[src/rtl/wkup_pkg.sv]
// Shared types for the wake-up frame validator.
// Assumes nothing beyond the parameters of the modules that import it.
package wkup_pkg;

    typedef enum logic [1:0] {
        ST_SEARCH = 2'd0,
        ST_RATE   = 2'd1,
        ST_RECV   = 2'd2
    } wk_state_e;

    typedef enum logic [2:0] {
        OUT_NONE   = 3'd0,
        OUT_WAKE   = 3'd1,
        OUT_RATE   = 3'd2,
        OUT_ADDR   = 3'd3,
        OUT_STUFF  = 3'd4,
        OUT_NOSTOP = 3'd5
    } wk_outcome_e;

    localparam int NUM_ERR    = 4;
    localparam int ERR_RATE   = 0;
    localparam int ERR_ADDR   = 1;
    localparam int ERR_STUFF  = 2;
    localparam int ERR_NOSTOP = 3;
    localparam int STOP_W     = 4;

endpackage

[src/rtl/wkup_field_trk.sv]
// Counts the bits after a header, splits them into address and data
// fields, compares the address most significant bit first, and shifts
// the data bits in. Reports the completion conditions for the strobe
// now presented. Assumes the lengths stay within ADDR_W and DATA_W.
module wkup_field_trk
    import wkup_pkg::*;
#(
    parameter int ADDR_W = 8,
    parameter int DATA_W = 16,
    localparam int ALEN_W = $clog2(ADDR_W + 1),
    localparam int DLEN_W = $clog2(DATA_W + 1)
) (
    input  logic              clk,
    input  logic              rst_n,
    input  logic              clr,
    input  logic              stb,
    input  logic              bit_in,
    input  logic [ADDR_W-1:0] exp_addr,
    input  logic [ALEN_W-1:0] addr_len,
    input  logic [DLEN_W-1:0] data_len,
    input  logic              var_len,
    input  logic [STOP_W-1:0] stop_pat,
    output logic              addr_bad,
    output logic              fixed_done,
    output logic              stop_hit,
    output logic              len_end,
    output logic [DATA_W-1:0] data_fixed,
    output logic [DATA_W-1:0] data_var
);
    localparam int CNT_W = $clog2(ADDR_W + DATA_W + 2);

    logic [CNT_W-1:0]  cnt_q;
    logic [DATA_W-1:0] dsh_q;
    logic [DATA_W-1:0] dsh_nxt;
    logic              in_addr;
    logic              exp_bit;
    int                alen;
    int                dlen;
    int                pos;
    int                idx;
    int                total;
    int                dcnt;

    // decode the field position of the bit on the strobe
    always_comb begin
        alen    = int'(addr_len);
        dlen    = int'(data_len);
        pos     = int'(cnt_q);
        in_addr = pos < alen;
        idx     = alen - 1 - pos;
        exp_bit = 1'b0;
        for (int k = 0; k < ADDR_W; k++) begin
            if (k == idx) exp_bit = exp_addr[k];
        end
        addr_bad   = in_addr && (bit_in != exp_bit);
        dsh_nxt    = in_addr ? dsh_q : {dsh_q[DATA_W-2:0], bit_in};
        total      = pos + 1;
        dcnt       = total - alen;
        fixed_done = !var_len && (total == alen + dlen);
        stop_hit   = var_len && !in_addr && (dcnt >= STOP_W)
                     && (dsh_nxt[STOP_W-1:0] == stop_pat);
        len_end    = total >= alen + dlen;
        data_fixed = dsh_nxt;
        data_var   = dsh_nxt >> STOP_W;
    end

    // bit counter and data shift register
    always_ff @(posedge clk) begin
        if (!rst_n || clr) begin
            cnt_q <= '0;
            dsh_q <= '0;
        end else if (stb) begin
            if (cnt_q != '1) cnt_q <= cnt_q + 1'b1;
            dsh_q <= dsh_nxt;
        end
    end
endmodule

[config.mk]
export PLATFORM = sky130hd
export DESIGN_NAME = wkup_field_trk
export DESIGN_NICKNAME = d
export VERILOG_FILES = /design/src/rtl/wkup_pkg.sv /design/src/rtl/wkup_field_trk.sv
export SDC_FILE = /design/constraint.sdc
export NUM_CORES = 1
export LEC_CHECK = 0
export BUFFER_PORTS_ARGS = -buffer_cell sky130_fd_sc_hd__buf_2
export CAP_MARGIN = 10
export CORE_MARGIN = 1
export CORE_UTILIZATION = 40
export DETAILED_ROUTE_END_ITERATION = 7
export MAX_ROUTING_LAYER = met4
export PLACE_DENSITY = 0.62
export SYNTH_ARGS = -nofsm -noshare
export SYNTH_HDL_FRONTEND = slang
export SYNTH_SLANG_ARGS = --single-unit
[constraint.sdc]
create_clock -name clk -period 2.9 [get_ports clk]
set_input_delay 0.29 -clock clk [delete_from_list [all_inputs] [get_ports clk]]
set_output_delay 0.29 -clock clk [all_outputs]
set_load 0.005 [all_outputs]
==> impl_metrics.py, run 1 <==
metrics = {
    "sta": {
        "final-setup-viol-count": 0,
        "slew_viol_final": 0,
        "fin_ws_ns": 0.120,
        "worst_slew_pin_slew_ns": 0.821,
        "fmax_ghz": 0.360,
        "fin_crit_sh_pct": 95.8,
        "worst_hold_slack_ns": 0.371,
        "slew_headroom_pct": 45.3,
        "skew_ns": 0.00177,
        "hold_viol_final": 0,
        "fin_crit_ns": 2.78,
        "rsz0062_at_grt": "true",
    },
    "cells_and_area": {
        "final_common_cell": "buf_2",
        "layout-drive-gt1-share_pct": 36.9,
        "syn2layout_area_growth_pct": 22.9,
        "stdcell_area_mm2": 0.00258,
        "fillCellCount": 513,
        "num_antenna_cells": 0,
        "layout_common_cells": "buf_2 (58), a21oi_1 (21), ha_1 (20), dfxtp_1 (20)",
        "layout.nets": 358,
    },
    "global_route": {
        "top_usage_layer": "met2",
        "grtUsageTotal_pct": 17.3,
        "grt_overflow": 0,
        "antenna_found_initial": 0,
        "grt_pass1_vias": 1660,
        "grt_max_degree": 22,
        "grt_pass1_wl_um": 7350,
        "grt.met3_usage_pct": 2.57,
        "grtUsageMet1_pct": 23.0,
        "met2_usage_pct": 28.2,
    },
    "synth": {
        "async_flop_share_pct": 0,
        "synth_ff_type": "dfxtp_1",
        "ys_seq_area_share_pct": 20.0,
        "postSynthCellCount": 249,
        "ys_ff_latch": 21,
        "syn_area_mm2": 0.00210,
        "synth_edf_count": 0,
        "synth_cell_type_count": 44,
        "ys_warn_count": 0,
        "synth.avg_cell_area_um2": 8.44,
    },
    "worst_hold_path": {
        "min_path_type": "primary input to flop",
        "hold_start": "bit_in",
        "min_path_cells": 3,
        "whs_endpoint": "dsh_q[0]",
    },
    "clocking": {
        "hold_buffers": 0,
        "insertion_delay_ns": 0.26,
        "root_buffer": "clkbuf_8",
        "postCtsSetupBuffers": 0,
        "path_clk_slew_ns": 0.08,
        "numCtsBuffers": 3,
        "cts_sinks": 21,
        "cts.path.max_buffers": 2,
        "cts_tree": "built",
        "htree_levels": 1,
    },
    "power_and_ir_drop": {
        "pwr-share-clk_pct": 27.2,
        "p_leak_nw": 1.26,
        "seqPwrFrac_pct": 40.8,
        "p_per_area_mw_per_mm2": 276,
        "p_int_mw": 0.496,
        "p_sw_share_pct": 30.5,
        "vdd_drop_max_mv": 0.161,
        "p_comb_share_pct": 32.0,
        "p_sw_mw": 0.217,
    },
    "detailed_routing": {
        "routed_wl_um": 4510,
        "avgRoutedWirePerCell_um": 12.2,
        "drc": 0,
        "ant_nets": 0,
        "drtIter0Drc": 95,
        "vias": 1857,
        "vias_per_cell": 5.01,
        "dr.pass1.iters": 4,
    },
    "job": {
        "maxCapViolCount": 0,
    },
    "setup_path": {
        "path_class": "flop to output port",
        "cp_max_fo": 4,
        "cp_data_required_time_ns": 2.61,
        "start_kind": "flop",
        "crit-reg2reg-launch": "cnt_q[1]",
        "reg2reg_setup_slack_ns": 0.66,
        "worstPathArrival_ns": 2.49,
        "critPathCaptureType": "output port",
        "r2r-end": "dsh_q[12]",
        "r2r_cells": 9,
    },
    "placed_design": {
        "pre_cts_ws_ns": -0.0568,
        "hpwlAfterDp_um": 3540,
        "gp_congestion": 0.806,
        "place_area_mm2": 0.00242,
        "port_buffers": 58,
    },
    "floorplan": {
        "die_height_um": 74.5,
        "die_w_um": 74.5,
        "core_region_area_mm2": 0.00507,
        "die-area_mm2": 0.00555,
        "initial_core_util_pct": 41.4,
        "rows": 26,
        "io-pin-count": 63,
    },
    "outcome": {
        "status": "completed",
    },
}
[cell families after synthesis]
group	count (synthesis)	share of synthesized area, %
multiplexers	24	12.4
AO/OA/AOI/OAI	46	14.8
buffers and inverters	39	9.94
adder cells (fa/ha/maj)	29	18.3
flip-flops	21	20.0
XOR/XNOR	16	7.02
other	1	0.178
AND/OR/NAND/NOR	73	17.4
[Yosys cell counts (all sizes together) (2+ instances only)]
| cell type | count | area [um2] |
|---|---|---|
| or2 | 2 | 12.5 |
| fa | 3 | 60.1 |
| xor2 | 9 | 86.3 |
| or3b | 2 | 17.5 |
| nor3 | 6 | 35.0 |
| nand3 | 16 | 80.1 |
| buf | 19 | 134 |
| a21o | 4 | 30.0 |
| dfxtp | 21 | 420 |
| and3 | 2 | 12.5 |
| or3 | 2 | 12.5 |
| xnor2 | 7 | 61.3 |
| ha | 26 | 325 |
| nor2 | 15 | 56.3 |
| a21oi | 21 | 105 |
| nor2b | 8 | 50.1 |
| o21ai | 4 | 20.0 |
| clkbuf | 5 | 18.8 |
| mux2 | 16 | 180 |
| inv | 15 | 56.3 |
| a211oi | 2 | 15.0 |
| o21a | 5 | 37.5 |
| nand2b | 3 | 18.8 |
| o31ai | 2 | 28.8 |
| mux2i | 8 | 80.1 |
| a2111oi | 2 | 17.5 |
| nand2 | 15 | 56.3 |
[worst max path at each step]
stage / cells after the start / startpoint / slack (ns) / end
after floorplan: 10 / addr_len[1] / 0.21 / addr_bad
after global placement: 12 / addr_len[1] / 0.02 / addr_bad
after detailed placement: 12 / addr_len[1] / -0.06 / addr_bad
after CTS: 9 / cnt_q[0] / 0.007 / addr_bad
after global routing: 10 / cnt_q[1] / -0.04 / addr_bad
final: 9 / cnt_q[0] / 0.12 / addr_bad
[area by class of cell]
class / instances / area [um2] / area share, %
Multi-Input combinational cell: 192 / 1600 / 61.8
Sequential cell: 21 / 424 / 16.4
Timing Repair Buffer: 69 / 373 / 14.4
Tap cell: 70 / 87.6 / 3.39
Inverter: 15 / 56.3 / 2.18
Clock buffer: 3 / 41.3 / 1.60
Clock inverter: 1 / 5.00 / 0.194
[flip-flops by register name, summed over array words and instances, names as in the netlist]
signal	count
cnt_q	5
dsh_q	16
[layer usage]
metal  wire (um)  vias to the layer above
met1        2170                      858
met2        2180                       43
met3         157                        2
met4           4                        0
li1            -                      954
met5           0                        -
[stage by stage]
stage	total power, mW	setup TNS (ns)	instances	utilization (%)
after global placement	0.504	0	367	47.7
after CTS	0.704	0	371	49.2
after global routing	0.766	-0.0370	371	50.9
after detailed placement	0.507	-0.0568	367	47.7
final	0.713	0	371	50.9
after floorplan	0.444	0	252	-
[worst max-delay path: stages (launching register included)]
cell	delay, ns
dfxtp_4	0.37
ha_2	0.20
fa_2	0.39
xor2_4	0.18
mux2i_1	0.13
a221oi_2	0.22
nand4_1	0.11
or3_1	0.37
a21oi_1	0.11
buf_2	0.13
[power groups by stage]
| stage | logic [mW] | registers [mW] | clock network [mW] |
|---|---|---|---|
| CTS | 0.213 | 0.291 | 0.200 |
| floorplan | 0.147 | 0.297 | 0 |
| global placement | 0.207 | 0.297 | 0 |
| finish | 0.228 | 0.291 | 0.194 |
| global route | 0.258 | 0.291 | 0.218 |
| detailed placement | 0.210 | 0.297 | 0 |
[repair_timing]
action | CTS | global route
pin swaps | 0 | 6
resized for setup | 4 | 17
setup endpoints to repair | 2 | 2
Power figures use the tool's default switching activity.
==> run 2, diff against run 1 <==
- REMOVE_ABC_BUFFERS: not set -> 1
==> run 2 against run 1 <==
  * Sequential power barely moved
  * Critical path depth did not move
  * First-iteration DRC count down 23%
  * Highest routed layer unchanged
  * Sequential share of layout area is 0.51 points lower
==> impl_metrics.py, run 2 (synthesis gave the netlist of run 1 again) <==
metrics = {
    "floorplan": {
        "core_region_area_mm2": 0.00507,
        "initial_core_util_pct": 41.4,
        "io-pin-count": 63,
        "die-area_mm2": 0.00555,
        "die_w_um": 74.5,
        "rows": 26,
        "die_height_um": 74.5,
    },
    "cells_and_area": {
        "syn2layout_area_growth_pct": 27.3,
        "reg.largest.list": "dsh_q: 16 flops, cnt_q: 5 flops",
        "layout-drive-gt1-share_pct": 40.5,
        "layout_common_cells": "buf_2 (56), ha_1 (21), a21oi_1 (20)",
        "final_common_cell": "buf_2",
        "largest_register_ffs": 16,
        "layout.nets": 363,
        "num_antenna_cells": 0,
        "stdcell_area_mm2": 0.00268,
        "top_register": "dsh_q",
    },
    "detailed_routing": {
        "routed-wl-met2_um": 2200,
        "dr.pass1.iters": 4,
        "drtIter0Drc": 73,
        "vias": 1872,
        "vias_per_cell": 4.98,
        "routed_wl_um": 4490,
        "wirelength_met1_um": 2150,
        "met3_length_um": 123,
        "ant_nets": 0,
        "drc": 0,
        "topRoutingLayerUsed": "met4",
        "avgRoutedWirePerCell_um": 11.9,
    },
    "power_and_ir_drop": {
        "p_leak_nw": 1.29,
        "p_per_area_mw_per_mm2": 266,
        "vdd_drop_max_mv": 0.152,
    },
    "setup_path": {
        "start_kind": "flop",
        "cp_max_fo": 5,
        "path_class": "flop to output port",
        "cp_data_required_time_ns": 2.61,
        "critPathCaptureType": "output port",
        "worstPathArrival_ns": 2.59,
    },
    "clocking": {
        "root_buffer": "clkbuf_8",
        "cts_tree": "built",
        "hold_buffers": 0,
        "cts_sinks": 21,
        "cts.path.max_buffers": 2,
        "numCtsBuffers": 3,
        "insertion_delay_ns": 0.25,
        "path_clk_slew_ns": 0.07,
        "htree_levels": 1,
    },
    "sta": {
        "hold_viol_final": 0,
        "fin_crit_ns": 2.88,
        "rsz0062_at_grt": "true",
        "worst_slew_pin_slew_ns": 0.806,
        "fmax_ghz": 0.348,
        "slew_viol_final": 0,
        "skew_ns": 0.00277,
        "tns_ns": 0,
        "fin_crit_sh_pct": 99.2,
        "slew_headroom_pct": 46.3,
        "final-setup-viol-count": 0,
    },
    "global_route": {
        "grt_max_degree": 22,
        "grtUsageTotal_pct": 17.1,
        "antenna_found_initial": 0,
        "grt_overflow": 0,
        "grt_pass1_wl_um": 7310,
        "grt_pass1_vias": 1708,
    },
    "placed_design": {
        "gp_congestion": 0.776,
        "place_area_mm2": 0.00244,
        "port_buffers": 58,
        "hpwlAfterDp_um": 3510,
    },
    "job": {
        "maxCapViolCount": 0,
    },
    "worst_hold_path": {
        "min_path_type": "primary input to flop",
    },
    "outcome": {
        "status": "completed",
    },
}
==> run 2: cell types whose count changed in the layout (fill, tap and decap cells not counted), moves of 2 or more <==
cell,change
ha_4,+2
buf_4,+5
buf_6,+2
buf_2,-2
xor2_2,+2
ha_2,-3
xor2_4,-2
==> run 2: final cells by class <==
cell class | count | area [um2]
fillers | 499 | 2400
clock inverters | 1 | 5.00
repair buffers | 74 | 423
multi-input cells | 192 | 1640
clock buffers | 3 | 41.3
flip-flops and latches | 21 | 425
inverters | 15 | 56.3
well taps | 70 | 87.6
==> run 2: per-layer routing <==
layer  global-route usage, %  vias up
met5                       -        -
met4                    3.35        0
met3                    1.63        2
met2                    29.8       41
met1                    21.3      861
li1                        -      968
==> run 2: final timing paths <==
check	endpoint	start	slack, ns	cells past startpoint
worst max-delay path	addr_bad	cnt_q[0]	0.02	9
worst min-delay path	dsh_q[0]	bit_in	0.37	3
worst min register to register	dsh_q[15]	dsh_q[15]	0.46	2
worst max register to register	dsh_q[13]	cnt_q[1]	0.63	9
==> run 2: metrics by stage <==
| step | total power [mW] | std cells | worst slack, ns | utilization [%] | hold WS [ns] |
|---|---|---|---|---|---|
| after floorplan | 0.437 | 228 | 0.205 | - | 0.434 |
| after detailed placement | 0.508 | 369 | -0.0475 | 48.0 | 0.447 |
| after global routing | 0.771 | 376 | -0.0700 | 52.7 | 0.374 |
| after CTS | 0.695 | 373 | -0.0196 | 49.1 | 0.362 |
| final | 0.712 | 376 | 0.0226 | 52.7 | 0.366 |
| after global placement | 0.505 | 369 | 0.0320 | 48.0 | 0.443 |
==> run 2: power breakdown <==
group / total [mW] / switching (mW) / internal, mW
Clock: 0.186 / 0.0906 / 0.0954
Combinational: 0.234 / 0.119 / 0.115
Sequential: 0.291 / 0.00258 / 0.289
Total: 0.712 / 0.213 / 0.499
==> run 2: repair_timing <==
item                       CTS  global route
setup endpoints to repair    2             3
gates resized for setup      4            33
pin swaps                    0            12
buffers inserted             0             3
==> run 2: worst max-delay path, cell delays in order (launching register included) <==
cell and delay (ns):
dfxtp_4 0.39, ha_4 0.18, fa_2 0.42, xor2_2 0.17, mux2i_1 0.16, a221oi_2 0.25, nand4_1 0.12, or3_1 0.38
a21oi_1 0.13, buf_2 0.13
